`config.mk`:
```
export PLATFORM = sky130hd
export DESIGN_NAME = bus_tenure_ctl
export DESIGN_NICKNAME = d
export VERILOG_FILES = /design/src/rtl/bus_tenure_ctl.sv
export SDC_FILE = /design/constraint.sdc
export NUM_CORES = 1
export LEC_CHECK = 0
export ABC_AREA = 1
export BUFFER_PORTS_ARGS = -buffer_cell sky130_fd_sc_hd__buf_4
export CAP_MARGIN = 30
export CORE_AREA = 2 2 39 41
export CTS_BUF_LIST = sky130_fd_sc_hd__clkbuf_4
export CTS_CLUSTER_DIAMETER = 200
export CTS_CLUSTER_SIZE = 14
export DETAILED_ROUTE_END_ITERATION = 8
export DIE_AREA = 0 0 41 43
export RECOVER_POWER = 100
export SETUP_SLACK_MARGIN = 0.15
export SLEW_MARGIN = 10
export SYNTH_ARGS = -nofsm -noshare
export SYNTH_HDL_FRONTEND = slang
export SYNTH_SLANG_ARGS = --single-unit
```
`constraint.sdc`:
```
create_clock -name clk -period 0.86 [get_ports clk]
set_input_delay 0.258 -clock clk [delete_from_list [all_inputs] [get_ports clk]]
set_output_delay 0.258 -clock clk [all_outputs]
set_load 0.02 [all_outputs]
```
`src/rtl/bus_tenure_ctl.sv`:
```
module bus_tenure_ctl (
  input  logic clk,
  input  logic rst_n,
  input  logic ext_need,
  input  logic arb_grant,
  input  logic bb_line,
  input  logic req_hold,
  input  logic stop_mode,
  input  logic wait_mode,
  output logic br_out,
  output logic bb_drive,
  output logic bb_oe,
  output logic is_master
);

  typedef enum logic [1:0] {S_SLAVE, S_OWN, S_LETGO} own_t;

  own_t state;
  logic grant_q;
  logic idle_q;
  logic br_q;
  logic low_pwr;

  assign low_pwr = stop_mode | wait_mode;

  always_ff @(posedge clk or negedge rst_n) begin
    if (!rst_n) begin
      grant_q <= 1'b0;
      idle_q  <= 1'b0;
    end else begin
      grant_q <= arb_grant;
      idle_q  <= bb_line;
    end
  end

  always_ff @(posedge clk or negedge rst_n) begin
    if (!rst_n)       br_q <= 1'b0;
    else if (low_pwr) br_q <= req_hold ? br_q : 1'b0;
    else              br_q <= ext_need | req_hold;
  end

  always_ff @(posedge clk or negedge rst_n) begin
    if (!rst_n) state <= S_SLAVE;
    else begin
      case (state)
        S_SLAVE: if (ext_need && grant_q && idle_q) state <= S_OWN;
        S_OWN:   if (!ext_need && !grant_q)         state <= S_LETGO;
        default:                                    state <= S_SLAVE;
      endcase
    end
  end

  assign br_out    = br_q;
  assign is_master = (state == S_OWN);
  assign bb_oe     = (state != S_SLAVE);
  assign bb_drive  = (state != S_OWN);

  a_r3_lowpwr_drop: assert property (@(posedge clk) disable iff (!rst_n)
    (low_pwr && !req_hold) |=> !br_out);

  a_r3_lowpwr_keep: assert property (@(posedge clk) disable iff (!rst_n)
    (low_pwr && req_hold) |=> $stable(br_out));

  a_r5_take_rule: assert property (@(posedge clk) disable iff (!rst_n)
    $rose(is_master) |-> $past(grant_q && idle_q && ext_need));

  a_r6_own_pulls_low: assert property (@(posedge clk) disable iff (!rst_n)
    is_master |-> (bb_oe && !bb_drive));

  a_r7_park_holds: assert property (@(posedge clk) disable iff (!rst_n)
    (is_master && (grant_q || ext_need)) |=> is_master);

  a_r8_release_high: assert property (@(posedge clk) disable iff (!rst_n)
    ($past(is_master) && !is_master) |-> (bb_oe && bb_drive));

  a_r8_release_float: assert property (@(posedge clk) disable iff (!rst_n)
    ($past(bb_oe && bb_drive)) |-> !bb_oe);

endmodule

```
# Word-level counts from Yosys, hierarchy flattened
# Cells that the tools add are included.
# W data, S select, Z words.
word_totals:
  ff_bits: 5
  out_inout_bits: 4
  wordCells: 24
op_classes:
  eq_ne: 5
  mux: 5
  bitwise_logic: 2
  n_reduce_logical: 8
op_table:
  columns: ["op", "n"]
  rows:
  - ["$mux W2", 2]
  - ["$ne A2 B1 Y1 const B", 2]
  - ["$ne A2 B2 Y1 const B", 2]
  - ["$pmux W2 S2", 1]
  - ["$logic_and A1 B1 Y1", 3]
  - ["$eq A2 B1 Y1 const B", 1]
  - ["$logic_not A1 Y1", 2]
  - ["$logic_not A2 Y1", 1]
  - ["$mux W1", 2]
  - ["$or A1 B1 Y1", 2]
  - ["$reduce_and A2 Y1", 1]
  - ["$reduce_bool A2 Y1", 1]

# Logic depth before layout (Yosys ltp)
# Gate-level depths: netlist of run 1.
depth:
  depth_word: 4
  ltp_mapped: 4
  mapped_depth_nobuf: 4

# Least setup slack after synthesis of run 1
# Ideal clock, no wire load.
synth_timing:
  path_type: "register -> output"
  startpoint: "register state[1]"
  endpoint: "output bb_drive"
  arrival_time_ns: 0.686
  setup_slack_ns: -0.084
  stages_incl_launch_ff: 3
  n_path_buf: 0
  cell_sequence: "dfrtp_1 -> nor2_4 -> inv_2"
synth_between:
  elab_chain_len: 1
synth_rtl:
  columns: ["item", "line_no", "source"]
  rows:
  - ["start, declared", "18", "own_t state;"]
  - ["start signal, assigned", "43", "if (!rst_n) state <= S_SLAVE;"]
  - ["start signal, assigned", "46", "S_SLAVE: if (ext_need && grant_q && idle_q) state <= S_OWN;"]
  - ["start signal, assigned", "47", "S_OWN: if (!ext_need && !grant_q) state <= S_LETGO;"]
  - ["$ne A2 B1 Y1", "56", "assign bb_drive = (state != S_OWN);"]
  - ["end, declared", "11", "output logic bb_drive,"]
# Every way passes these cells.

# Final worst setup path of run 1
layout_timing:
  startpoint: "register state[0]"
  endpoint: "output bb_drive"
# Same word-level chain as after synthesis.

==> impl_metrics.env, run 1 <==
export IMPL_ys_seq_area_share_pct=61.35
export IMPL_drcViolationCount=0
export IMPL_critPathKind="flip-flop to primary output"
export IMPL_synth_fp_nets=31
export IMPL_synth_top_cell_area_share_pct=61.35
export IMPL_clkSinkCount=5
export IMPL_clk_pin_slew_ns=0.04
export IMPL_synth_area_per_cell_um2=8.867
export IMPL_yosys_area_top_type="dfrtp_1"
export IMPL_maxSlewViolCount=0
export IMPL_htree_num_levels=1
export IMPL_ir_drop_mv=0.7402
export IMPL_chipWidth_um=41
export IMPL_area_growth_syn_to_layout_pct=100.0
export IMPL_layout_drive_gt1_share_pct=61.36
export IMPL_use_met1_pct=5.195
export IMPL_layout_setup_ws_ns=-0.3528
export IMPL_die_h_um=43
export IMPL_period_minus_slack_ns=1.213
export IMPL_fill_cells=155
export IMPL_start_util_pct=14.74
export IMPL_clk_latency_ns=0.24
export IMPL_ys_ff_latch=5
export IMPL_cts_tree="yes"
export IMPL_p_leak_nw=0.2150
export IMPL_yosys_warnings=0
export IMPL_startpoint_type="flip-flop"
export IMPL_num_io_pins=12
export IMPL_synthCells=23
export IMPL_met3_usage_pct=6.283
export IMPL_grt_pass1_wl_um=593
export IMPL_max_freq_mhz=824.6
export IMPL_ys_flop_type="dfrtp_1"
export IMPL_synthArstFlopShare_pct=100.0
export IMPL_finalWeightedCongestion=0.6050
export IMPL_drt_iter0_markers=6
export IMPL_netlist_cell_type_count=8
export IMPL_die_area_um2=1763
export IMPL_synth_commonest_cells="nand2_1 (7), dfrtp_1 (5), inv_2 (3), nor2_1 (3), inv_1 (2)"
export IMPL_violations="negative setup slack"
export IMPL_synthTopCellsByArea="dfrtp_1 (61%), nand2_1 (13%), inv_2 (5.5%)"
export IMPL_clock_path_buffers=2
export IMPL_max_stage_delay_ns=0.36
export IMPL_grt_max_degree=6
export IMPL_grt_setup_unrepaired="true"
export IMPL_busiest_layer="met2"
export IMPL_max_slew_margin_pct=81.82
export IMPL_syn_area_um2=203.9
export IMPL_status="finished, violations left"
export IMPL_grt_use_met2_pct=7.187
export IMPL_critPathSlowestCell="dfrtp_1"
export IMPL_grt_ovfl_total=0
export IMPL_crit_required_ns=0.60
export IMPL_nets=53
export IMPL_via_per_inst=3.233
export IMPL_end_kind="primary output"
export IMPL_std_cell_rows=14
export IMPL_worst_pin_slew_ns=0.2727
export IMPL_worstPathCellList="inv_2 > nor2_4 > inv_4 > buf_6"
export IMPL_wl_um=370
export IMPL_clock_root_buffer="clkbuf_4"
export IMPL_synth_edf_count=0
export IMPL_antenna_left=0
export IMPL_tns_ns=-1.346
export IMPL_n_antenna_cell=0
export IMPL_powerDensity_nw_per_um2=2078
export IMPL_dp_final_hpwl_um=301.9
export IMPL_cts_buffers=3
export IMPL_setup_viol=6
export IMPL_max_cap_violations=0
export IMPL_hold_class="input pin to flip-flop"
export IMPL_via_count=194
export IMPL_crit_arrival_ns=0.95
export IMPL_io_buffers=11
export IMPL_grt_pass1_vias=161
export IMPL_worstPathMaxFanout=3
export IMPL_first_pass_iters=2
export IMPL_yosysMostFrequentCell="nand2_1"
export IMPL_wl_per_cell_um=6.167
export IMPL_post_route_period_util_pct=141.0
export IMPL_core_area_um2=1384
export IMPL_track_usage_pct=5.740
export IMPL_finClkSkew_ns=0.002877
export IMPL_fin_util_pct=29.48
export IMPL_antenna_found_initial=0
export IMPL_hold_viol_final=0
[worst max-delay path: cells and delay by family, from the launching register on]
family	cells	cell delay, ns
buffers and inverters	3	0.21
AND/OR/NAND/NOR	1	0.14
flip-flops	1	0.36
[where the power goes]
group / internal, mW / switching (mW)
logic: 0.157 / 0.122
registers: 0.256 / 0.0136
clock network: 0.207 / 0.0917
[cells in the final DEF (no fill, tap or decap), types with 2 or more instances in the layout]
master    instances
buf_4             9
nand2_1           6
clkbuf_4          6
dfrtp_1           5
buf_6             4
inv_2             3
nor2_4            2
nor2_1            2
[flip-flops by register name, summed over array words and instances (netlist names)]
| signal | count |
|---|---|
| idle_q | 1 |
| state | 2 |
| br_out | 1 |
| grant_q | 1 |
[path summary, 6_finish.rpt]
kind	slack, ns	to	depth (start not counted)	from
hold / removal	0.15	grant_q	1	arb_grant
max in group asynchronous	0.25	grant_q	2	rst_n
setup / recovery	-0.35	bb_drive	4	state[0]
setup reg to reg	-0.09	state[0]	6	state[0]
hold reg to reg	0.49	br_out	2	br_out
min in group asynchronous	0.40	state[0]	2	rst_n
[through the flow]
| stage | total power, mW | instances | setup WS, ns | cell area (um^2) | hold WS, ns |
|---|---|---|---|---|---|
| global placement | 0.4949 | 53 | -0.1245 | 331.6 | 0.06345 |
| finish | 0.8477 | 60 | -0.3528 | 407.9 | 0.1486 |
| floorplan | 0.3741 | 23 | -0.05788 | 206.4 | -0.03759 |
| CTS | 0.8646 | 60 | -0.3830 | 404.1 | 0.1131 |
| global route | 0.9045 | 60 | -0.3958 | 407.9 | 0.1359 |
| detailed placement | 0.4942 | 53 | -0.1442 | 331.6 | 0.06249 |
[timing repair]
| action | CTS | global route |
|---|---|---|
| setup endpoints to repair | 6 | 6 |
| buffers inserted | 2 | 0 |
| gates resized for setup | 5 | 2 |
| hold buffers | 1 | 0 |
| endpoints found under the hold margin | 5 | 0 |
| pin swaps | 2 | 1 |
[routing by layer]
layer	wire (um)	part of all wire [%]
met1	153	41
met2	163	44
met3	53	14
met4	0	0
met5	0	0
[logic make-up after synthesis]
family                 synth area share (%)
flip-flops                            61.35
AO/OA/AOI/OAI                         2.452
buffers and inverters                 9.203
AND/OR/NAND/NOR                       27.00
[final cells by class]
type | instances | area, um^2 | area share, %
timing repair buffer | 17 | 141.4 | 34.66
sequential | 5 | 125.1 | 30.67
multi-input combinational | 13 | 70.07 | 17.18
clock buffer | 4 | 30.03 | 7.362
inverter | 5 | 21.27 | 5.215
tap | 16 | 20.02 | 4.908
Note: power is estimated with default switching activity, not from simulation.
==> inputs of run 2 (changes only) <==
- ABC_AREA: 1 -> 0
==> impl_metrics.env, run 2 <==
export IMPL_status="finished, violations left"
export IMPL_violations="negative setup slack"
export IMPL_met3WireLength_um=72
export IMPL_io_buffers=11
export IMPL_final_common_cell="clkbuf_4"
export IMPL_hold_viol_final=0
export IMPL_synthArstFlopShare_pct=100.0
export IMPL_first_pass_iters=2
export IMPL_antenna_left=0
export IMPL_via_count=168
export IMPL_ys_flop_type="dfrtp_1"
export IMPL_post_route_period_util_pct=147.7
export IMPL_max_freq_mhz=787.3
export IMPL_core_area_um2=1384
export IMPL_fin_area_um2=365.4
export IMPL_maxSlewViolCount=0
export IMPL_netlist_cell_type_count=11
export IMPL_n_antenna_cell=0
export IMPL_timing_rr_start="state[1]"
export IMPL_cp_startpoint="state[0]"
export IMPL_layout_drive_gt1_share_pct=65.63
export IMPL_wl_um=388
export IMPL_place_ws_ns=-0.1836
export IMPL_hold_ws_ns=0.1500
export IMPL_die_h_um=43
export IMPL_cts_buffers=3
export IMPL_powerDensity_nw_per_um2=2077
export IMPL_grt_ovfl_total=0
export IMPL_tns_ns=-1.242
export IMPL_period_minus_slack_ns=1.270
export IMPL_drt_iter0_markers=3
export IMPL_postPlaceCellArea_um2=310.3
export IMPL_start_util_pct=13.65
export IMPL_htree_num_levels=1
export IMPL_antenna_found_initial=0
export IMPL_critPathKind="flip-flop to primary output"
export IMPL_startpoint_type="flip-flop"
export IMPL_worst_pin_slew_ns=0.2654
export IMPL_top_register="state"
export IMPL_area_growth_syn_to_layout_pct=93.38
export IMPL_clk_latency_ns=0.23
export IMPL_finalWeightedCongestion=0.5650
export IMPL_finalPower_mw=0.7588
export IMPL_max_cap_violations=0
export IMPL_mostFrequentLayoutCells="clkbuf_4 (6), buf_6 (5), dfrtp_1 (4), buf_4 (4)"
export IMPL_num_io_pins=12
export IMPL_synthTopCellsByArea="dfrtp_1 (66%), nand2b_4 (7.3%), o31ai_2 (6.6%)"
export IMPL_end_kind="primary output"
export IMPL_die_area_um2=1763
export IMPL_wl_per_cell_um=8.083
export IMPL_fin_util_pct=26.40
export IMPL_synth_top_cell_area_share_pct=66.23
export IMPL_routed_wl_met2_um=132
export IMPL_largest_reg_flops=2
export IMPL_r2r_slack_ns=0.02
export IMPL_yosysMostFrequentCell="dfrtp_1"
export IMPL_hold_class="input pin to flip-flop"
export IMPL_synth_edf_count=0
export IMPL_cts_tree="yes"
export IMPL_multi_input_area_um2=67.56
export IMPL_crit_end="bb_oe"
export IMPL_synth_fp_nets=23
export IMPL_placed_cells=43
export IMPL_clock_path_buffers=2
export IMPL_layout_setup_ws_ns=-0.4101
export IMPL_clk_pin_slew_ns=0.04
export IMPL_drcViolationCount=0
export IMPL_via_per_inst=3.500
export IMPL_stdcell_count=48
export IMPL_grt_pass1_vias=183
export IMPL_std_cell_rows=14
export IMPL_clock_root_buffer="clkbuf_4"
export IMPL_seqCellArea_um2=126.4
export IMPL_clkSinkCount=5
export IMPL_grt_max_degree=6
export IMPL_routed_top_layer="met3"
export IMPL_reg2regPathDepth=3
export IMPL_track_usage_pct=6.673
export IMPL_yosys_warnings=0
export IMPL_ys_seq_area_share_pct=66.23
export IMPL_finClkSkew_ns=0.0001580
export IMPL_max_slew_margin_pct=82.30
export IMPL_postCtsSetupRepairBufs=0
export IMPL_grt_pass1_wl_um=683
export IMPL_ys_ff_latch=5
export IMPL_fill_cells=147
export IMPL_yosys_area_top_type="dfrtp_1"
export IMPL_synthCells=15
export IMPL_synth_area_per_cell_um2=12.60
export IMPL_grt_setup_unrepaired="true"
export IMPL_nets=41
export IMPL_syn_area_um2=188.9
export IMPL_setup_viol=4
export IMPL_wl_met1_um=183
export IMPL_p_leak_nw=0.1707
export IMPL_ir_drop_mv=0.7311
export IMPL_worstPathMaxFanout=3
export IMPL_r2r_end="state[1]"
export IMPL_crit_required_ns=0.60
export IMPL_chipWidth_um=41
export IMPL_crit_arrival_ns=1.01
-- run 2: cell types whose count changed in the layout (fill, tap and decap cells not counted), sizes merged, moves of 4 or more --
cell   change
inv        -4
nand2      -6
buf        -4
nor2       -4
-- run 2: worst min path at each step --
stage,start,to,depth (start not counted)
after floorplan,rst_n,br_out,0
after global placement,rst_n,state[0],1
after detailed placement,rst_n,state[0],1
after CTS,arb_grant,grant_q,1
after global routing,arb_grant,grant_q,1
final,arb_grant,grant_q,1
-- run 2: cell families after synthesis --
| group | Yosys count | share of synthesized area, % |
|---|---|---|
| and+or+nand+nor | 6 | 19.86 |
| AOI/OAI and AO/OA | 3 | 11.91 |
| DFF | 5 | 66.23 |
| buffers and inverters | 1 | 1.985 |
-- run 2: what timing repair did --
action / CTS / global route
setup endpoints to repair: 6 / 6
gates cloned: 0 / 0
resized for setup: 5 / 0
endpoints found under the hold margin: 5 / 0
pin swaps: 1 / 1
hold buffers: 1 / 0
-- run 2: layout make-up --
class / instances / share of cell area (%)
Inverter: 1 / 1.712
Tap cell: 16 / 5.479
Clock buffer: 4 / 8.219
Sequential cell: 5 / 34.59
Timing Repair Buffer: 13 / 31.51
Multi-Input combinational cell: 9 / 18.49
-- run 2: routing by layer --
metal	vias up	global-route usage, %
met2	12	6.563
met5	-	0
met3	0	8.377
met4	0	4.000
met1	70	7.566
li1	86	-
-- run 2: power by group --
part | total (mW) | switching (mW) | internal (mW)
Clock | 0.292 | 0.0861 | 0.206
Sequential | 0.271 | 0.0160 | 0.255
Combinational | 0.195 | 0.0840 | 0.111
Total | 0.759 | 0.186 | 0.573
-- run 2: critical path, stage by stage, from the launching register on --
cell	delay [ns]
dfrtp_1	0.41
or2_4	0.24
buf_6	0.13
